### config.mk
export PLATFORM = sky130hd
export DESIGN_NAME = sertx_frame_tx
export DESIGN_NICKNAME = d
export VERILOG_FILES = /design/src/rtl/sertx_pkg.sv /design/src/rtl/sertx_fmt_decode.sv /design/src/rtl/sertx_bit_timer.sv /design/src/rtl/sertx_frame_tx.sv
export SDC_FILE = /design/constraint.sdc
export NUM_CORES = 1
export LEC_CHECK = 0
export BUFFER_PORTS_ARGS = -buffer_cell sky130_fd_sc_hd__buf_2
export CAP_MARGIN = 20
export CORE_MARGIN = 3
export CORE_UTILIZATION = 59
export DETAILED_ROUTE_END_ITERATION = 12
export HOLD_SLACK_MARGIN = 0.15
export PLACE_DENSITY = 0.89
export SYNTH_ARGS = -nofsm -noshare
export SYNTH_HDL_FRONTEND = slang
export SYNTH_HIERARCHICAL = 1
export SYNTH_SLANG_ARGS = --single-unit
### constraint.sdc
create_clock -name clk -period 4.26 [get_ports clk]
set_clock_uncertainty 0.05 [all_clocks]
set_input_delay 0 -clock clk [delete_from_list [all_inputs] [get_ports clk]]
set_output_delay 0 -clock clk [all_outputs]
set_load 0.05 [all_outputs]
### src/rtl/sertx_pkg.sv
package sertx_pkg;

    typedef enum logic [2:0] {
        ST_IDLE  = 3'd0,
        ST_START = 3'd1,
        ST_DATA  = 3'd2,
        ST_PAR   = 3'd3,
        ST_STOP  = 3'd4
    } tx_state_e;

endpackage

### src/rtl/sertx_fmt_decode.sv
// Turns the line-control inputs and a byte into the per-frame parameters:
// data bit count, parity presence and value, and stop length in ticks.
module sertx_fmt_decode #(
    parameter int OS = 16,
    parameter int DW = 8,
    localparam int CW = $clog2(2 * OS + 1),
    localparam int NW = $clog2(DW + 1)
) (
    input  logic [1:0]    len_code_i,
    input  logic          par_en_i,
    input  logic          par_even_i,
    input  logic          par_stick_i,
    input  logic          stop_sel_i,
    input  logic          stop_split_i,
    input  logic          stop_tx_i,
    input  logic [DW-1:0] data_i,
    output logic [NW-1:0] nbits_o,
    output logic          par_on_o,
    output logic          par_bit_o,
    output logic [CW-1:0] stop_ticks_o
);
    logic [DW-1:0] used;
    logic          ones_odd;
    logic          long_stop;

    assign nbits_o = NW'(5) + NW'(len_code_i);

    // keep only the bits that are actually sent
    for (genvar i = 0; i < DW; i++) begin : g_mask
        assign used[i] = data_i[i] & (NW'(i) < nbits_o);
    end

    always_comb begin
        ones_odd  = ^used;
        par_on_o  = par_en_i;
        if (par_stick_i) begin
            par_bit_o = ~par_even_i;
        end else if (par_even_i) begin
            par_bit_o = ones_odd;
        end else begin
            par_bit_o = ~ones_odd;
        end

        long_stop = stop_split_i ? stop_tx_i : stop_sel_i;
        if (!long_stop) begin
            stop_ticks_o = CW'(OS);
        end else if (len_code_i == 2'd0) begin
            stop_ticks_o = CW'(OS + OS / 2);
        end else begin
            stop_ticks_o = CW'(2 * OS);
        end
    end

endmodule

### src/rtl/sertx_bit_timer.sv
// Counts oversampling ticks within one bit period and flags the last one.
module sertx_bit_timer #(
    parameter int CW = 6
) (
    input  logic          clk,
    input  logic          rst_n,
    input  logic          restart_i,
    input  logic          tick_i,
    input  logic [CW-1:0] limit_i,
    output logic          expire_o
);
    logic [CW-1:0] cnt_d, cnt_q;
    logic          at_end;

    always_comb begin
        at_end   = (cnt_q == limit_i - CW'(1));
        expire_o = tick_i && !restart_i && at_end;
        cnt_d    = cnt_q;
        if (restart_i) begin
            cnt_d = '0;
        end else if (tick_i) begin
            cnt_d = at_end ? '0 : cnt_q + CW'(1);
        end
    end

    always_ff @(posedge clk or negedge rst_n) begin
        if (!rst_n) begin
            cnt_q <= '0;
        end else begin
            cnt_q <= cnt_d;
        end
    end

endmodule

### src/rtl/sertx_frame_tx.sv
module sertx_frame_tx #(
    parameter int OS = 16,
    parameter int DW = 8
) (
    input  logic          clk,
    input  logic          rst_n,
    input  logic          tick_i,
    input  logic [DW-1:0] data_i,
    input  logic          valid_i,
    output logic          ready_o,
    input  logic [1:0]    len_code_i,
    input  logic          par_en_i,
    input  logic          par_even_i,
    input  logic          par_stick_i,
    input  logic          stop_sel_i,
    input  logic          stop_split_i,
    input  logic          stop_tx_i,
    input  logic          brk_i,
    input  logic          halt_i,
    output logic          txd_o,
    output logic          busy_o,
    output logic          empty_o
);
    import sertx_pkg::*;

    localparam int CW = $clog2(2 * OS + 1);
    localparam int NW = $clog2(DW + 1);

    typedef struct packed {
        tx_state_e     st;
        logic          hold_full;
        logic [DW-1:0] hold;
        logic [DW-1:0] shift;
        logic [NW-1:0] left;
        logic          par_on;
        logic          par_bit;
        logic [CW-1:0] stop_ticks;
    } tx_regs_t;

    tx_regs_t r_d, r_q;

    logic [NW-1:0] dec_nbits;
    logic          dec_par_on;
    logic          dec_par_bit;
    logic [CW-1:0] dec_stop;
    logic [CW-1:0] bit_limit;
    logic          bit_done;
    logic          timer_rst;

    sertx_fmt_decode #(.OS(OS), .DW(DW)) u_fmt (
        .len_code_i   (len_code_i),
        .par_en_i     (par_en_i),
        .par_even_i   (par_even_i),
        .par_stick_i  (par_stick_i),
        .stop_sel_i   (stop_sel_i),
        .stop_split_i (stop_split_i),
        .stop_tx_i    (stop_tx_i),
        .data_i       (r_q.hold),
        .nbits_o      (dec_nbits),
        .par_on_o     (dec_par_on),
        .par_bit_o    (dec_par_bit),
        .stop_ticks_o (dec_stop)
    );

    assign timer_rst = (r_q.st == ST_IDLE);
    assign bit_limit = (r_q.st == ST_STOP) ? r_q.stop_ticks : CW'(OS);

    sertx_bit_timer #(.CW(CW)) u_timer (
        .clk       (clk),
        .rst_n     (rst_n),
        .restart_i (timer_rst),
        .tick_i    (tick_i),
        .limit_i   (bit_limit),
        .expire_o  (bit_done)
    );

    always_comb begin
        r_d = r_q;

        if (valid_i && !r_q.hold_full) begin
            r_d.hold_full = 1'b1;
            r_d.hold      = data_i;
        end

        unique case (r_q.st)
            ST_IDLE: begin
                if (r_q.hold_full && !halt_i) begin
                    r_d.st         = ST_START;
                    r_d.hold_full  = 1'b0;
                    r_d.shift      = r_q.hold;
                    r_d.left       = dec_nbits;
                    r_d.par_on     = dec_par_on;
                    r_d.par_bit    = dec_par_bit;
                    r_d.stop_ticks = dec_stop;
                end
            end
            ST_START: begin
                if (bit_done) begin
                    r_d.st = ST_DATA;
                end
            end
            ST_DATA: begin
                if (bit_done) begin
                    r_d.shift = r_q.shift >> 1;
                    r_d.left  = r_q.left - NW'(1);
                    if (r_q.left == NW'(1)) begin
                        r_d.st = r_q.par_on ? ST_PAR : ST_STOP;
                    end
                end
            end
            ST_PAR: begin
                if (bit_done) begin
                    r_d.st = ST_STOP;
                end
            end
            ST_STOP: begin
                if (bit_done) begin
                    r_d.st = ST_IDLE;
                end
            end
            default: r_d.st = ST_IDLE;
        endcase
    end

    always_ff @(posedge clk or negedge rst_n) begin
        if (!rst_n) begin
            r_q <= '0;
        end else begin
            r_q <= r_d;
        end
    end

    always_comb begin
        if (brk_i) begin
            txd_o = 1'b0;
        end else begin
            unique case (r_q.st)
                ST_START: txd_o = 1'b0;
                ST_DATA:  txd_o = r_q.shift[0];
                ST_PAR:   txd_o = r_q.par_bit;
                default:  txd_o = 1'b1;
            endcase
        end
    end

    assign ready_o = !r_q.hold_full;
    assign busy_o  = (r_q.st != ST_IDLE);
    assign empty_o = !r_q.hold_full && (r_q.st == ST_IDLE);

endmodule

==> impl_metrics.json <==
{
  "status": "finished clean",
  "final_util_pct": 73.3,
  "drive_gt1_share_pct": 19.3,
  "grt_pass1_vias": 2002,
  "design_area_sq_um": 2830,
  "r2r_end": "r_q[18]",
  "drc": 0,
  "wire_per_inst_microns": 18.0,
  "start_util_pct": 64.1,
  "hp-class": "in -> reg",
  "mostFrequentLayoutCell": "dfrtp_1",
  "wl_microns": 5820,
  "dp_hpwl_microns": 3590,
  "holdWs_ns": 0.225,
  "fillers": 249,
  "leakagePower_nw": 1.33,
  "critPathLaunch": "r_q[31]",
  "area_delta_synth_final_pct": 14.5,
  "synth.area.top_cells": "dfrtp_1 (39%), mux2_1 (5.9%), mux2i_1 (5.7%)",
  "tightestPinTransition_ns": 0.838,
  "yosys.area.top_type": "dfrtp_1",
  "fin_nets": 303,
  "drt_pass1_iterations": 4,
  "p_sw_share_pct": 41.1,
  "die-area_sq_um": 5000,
  "clock_sinks": 38,
  "via_per_inst": 6.14,
  "drv_slew": 0,
  "hold_path_end": "r_q[10]",
  "rrSetupSlack_ns": 0.31,
  "critPathCaptureType": "flop",
  "clock.fmax_mhz": 253,
  "cap_violations": 0,
  "crit_chain": "inv_1, nor3_2, and2_1, inv_1, ha_1, xor2_1, o211ai_1, nor4_4, and4b_1, and2_1, o21a_1, mux2_1",
  "cts-buffers-inserted": 5,
  "synth.yosys.seq_area_share_pct": 38.5,
  "seq_area_sq_um": 951,
  "cts_root_buf": "clkbuf_8",
  "required_ns": 4.39,
  "die_h_microns": 70.7,
  "grt_pass1_wl_microns": 10000,
  "insertion_delay_ns": 0.30,
  "clkSlewWorstSetupHoldPaths_ns": 0.08,
  "power_frac_comb_pct": 46.9,
  "syn_area_sq_um": 2470,
  "ios": 26,
  "synth.top_cell.area_share_pct": 38.5,
  "final_cell_mix": "dfrtp_1 (38), buf_2 (25), inv_1 (18)",
  "drt_iter0_drc": 124,
  "crit_buf_inv": 2,
  "core_area_sq_um": 3850,
  "crit_slowest_cell": "dfrtp_1",
  "antenna_found_initial": 0,
  "max-clock-path-buffers": 2,
  "multi_input_area_sq_um": 1370,
  "tns_ns": 0,
  "r2r-start": "r_q[31]",
  "slew_headroom_pct": 44.1,
  "critPathMaxFanout": 11,
  "syn_inst": 238,
  "internal_power_mw": 1.01,
  "syn_avg_cell_area_sq_um": 10.4,
  "gp_congestion": 0.809,
  "reg2reg_depth": 12,
  "fin_crit_ns": 3.95,
  "grt_max_degree": 39,
  "async_flop_share_pct": 100,
  "cp_top_family": "simple AND/OR/NAND/NOR gates",
  "yosys_warnings": 6,
  "num_antenna_cells": 0,
  "critPathLaunchType": "flop",
  "fin_ws_ns": 0.306,
  "post-route-period-util_pct": 92.8,
  "synth_flop_cell": "dfrtp_1",
  "cts_tree": "done",
  "numPortBuffers": 25,
  "worstSetupPathType": "reg -> reg",
  "place_ws_ns": 0.498,
  "synth_cell_types": 58,
  "grt_overflow": 0,
  "h-tree-depth": 2,
  "die_w_microns": 70.7,
  "p_clk_share_pct": 15.0,
  "hold_violations": 0,
  "setup_violations": 0,
  "peakVddDrop_mv": 0.356,
  "rsz0062_at_grt": "no",
  "power_per_cell_area_nw_per_um2": 609,
  "grt_usage_pct": 25.4,
  "ys_ff_latch": 38,
  "rows": 22,
  "p_seq_share_pct": 38.1,
  "cts_resized": 0,
  "vias": 1984,
  "power.net_switching_uw": 707,
  "critPathArrivalTime_ns": 4.09,
  "ant_nets": 0,
  "cp_slowest_stage_delay_ns": 0.60,
  "placed_area_sq_um": 2580,
  "hold_depth": 4,
  "synth_edf_count": 0,
  "hold_start": "halt_i"
}
## cell families (layout without fill, tap and decap cells)
logic type / count (synthesis) / after routing / share of synthesized area [%]
compound gates: 37 / 37 / 11.1
xor+xnor: 14 / 14 / 4.97
fa+ha+maj: 7 / 7 / 3.55
buf+inv: 33 / 68 / 6.28
flops: 38 / 38 / 38.5
mux: 35 / 35 / 15.3
other cells: 1 / 3 / 0.152
simple gates: 73 / 73 / 20.2
## worst reg2reg max path: stages (launching register included)
cell      delay [ns]
dfrtp_1         0.60
inv_1           0.15
nor3_2          0.36
and2_1          0.25
inv_1           0.07
ha_1            0.31
xor2_1          0.14
o211ai_1        0.18
nor4_4          0.30
and4b_1         0.40
and2_1          0.23
o21a_1          0.43
mux2_1          0.38
## stage by stage
stage                     std cells  power, mW
after detailed placement        300       1.41
after global routing            323       1.83
after CTS                       323       1.68
after floorplan                 240       1.25
final                           323       1.72
after global placement          300       1.38
## cells in the mapped netlist, drive strengths merged (4+ instances only)
library cell and count:
a31oi 8, nand2 6, inv 19, buf 10
xnor2 8, clkbuf 4, xor2 6, nor2b 4
ha 7, mux2 21, dfrtp 38, nor2 13
nand3 4, mux2i 14, o21ai 4, nor3 6
and2 7, nor4bb 4, nand3b 9
## flip-flops by register name, indices dropped and copies added (netlist names)
name           flops
u_timer/cnt_q      6
r_q               32
## worst max-delay path by stage
stage          slack, ns  endpoint  depth (start not counted)
6_report            0.31   r_q[18]                         12
5_1_grt             0.05   r_q[16]                         12
4_1_cts             0.47   r_q[14]                         12
3_5_place_dp        0.50   r_q[14]                         12
3_3_place_gp        0.68    r_q[9]                         12
2_1_floorplan       1.08   r_q[12]                         14
## power by group through the flow
stage	clock, mW	sequential (mW)	combinational, mW
after floorplan	0	0.591	0.660
after global placement	0	0.646	0.735
after detailed placement	0	0.649	0.761
after CTS	0.257	0.643	0.778
after global routing	0.271	0.676	0.881
final	0.258	0.655	0.807
## per-layer routing
layer	routed length (microns)	up-vias	GRT usage, %
met3	333	14	5.54
li1	-	915	-
met2	2800	81	40.2
met5	0	-	0
met1	2530	974	34.2
met4	155	0	9.81
## layout make-up
type	count	share of cell area, %
clock buffer	7	3.05
clock inverter	1	0.177
inverter	19	2.52
multi-input combinational	169	48.5
sequential	38	33.6
tap	48	2.12
timing repair buffer	41	10.0
## repair_timing
item | CTS | global route
buffers inserted | 0 | 0
hold buffers | 15 | 0
endpoints found under the setup margin | 0 | 0
hold endpoints to repair | 57 | 0
(Power assumes the default switching activity.)
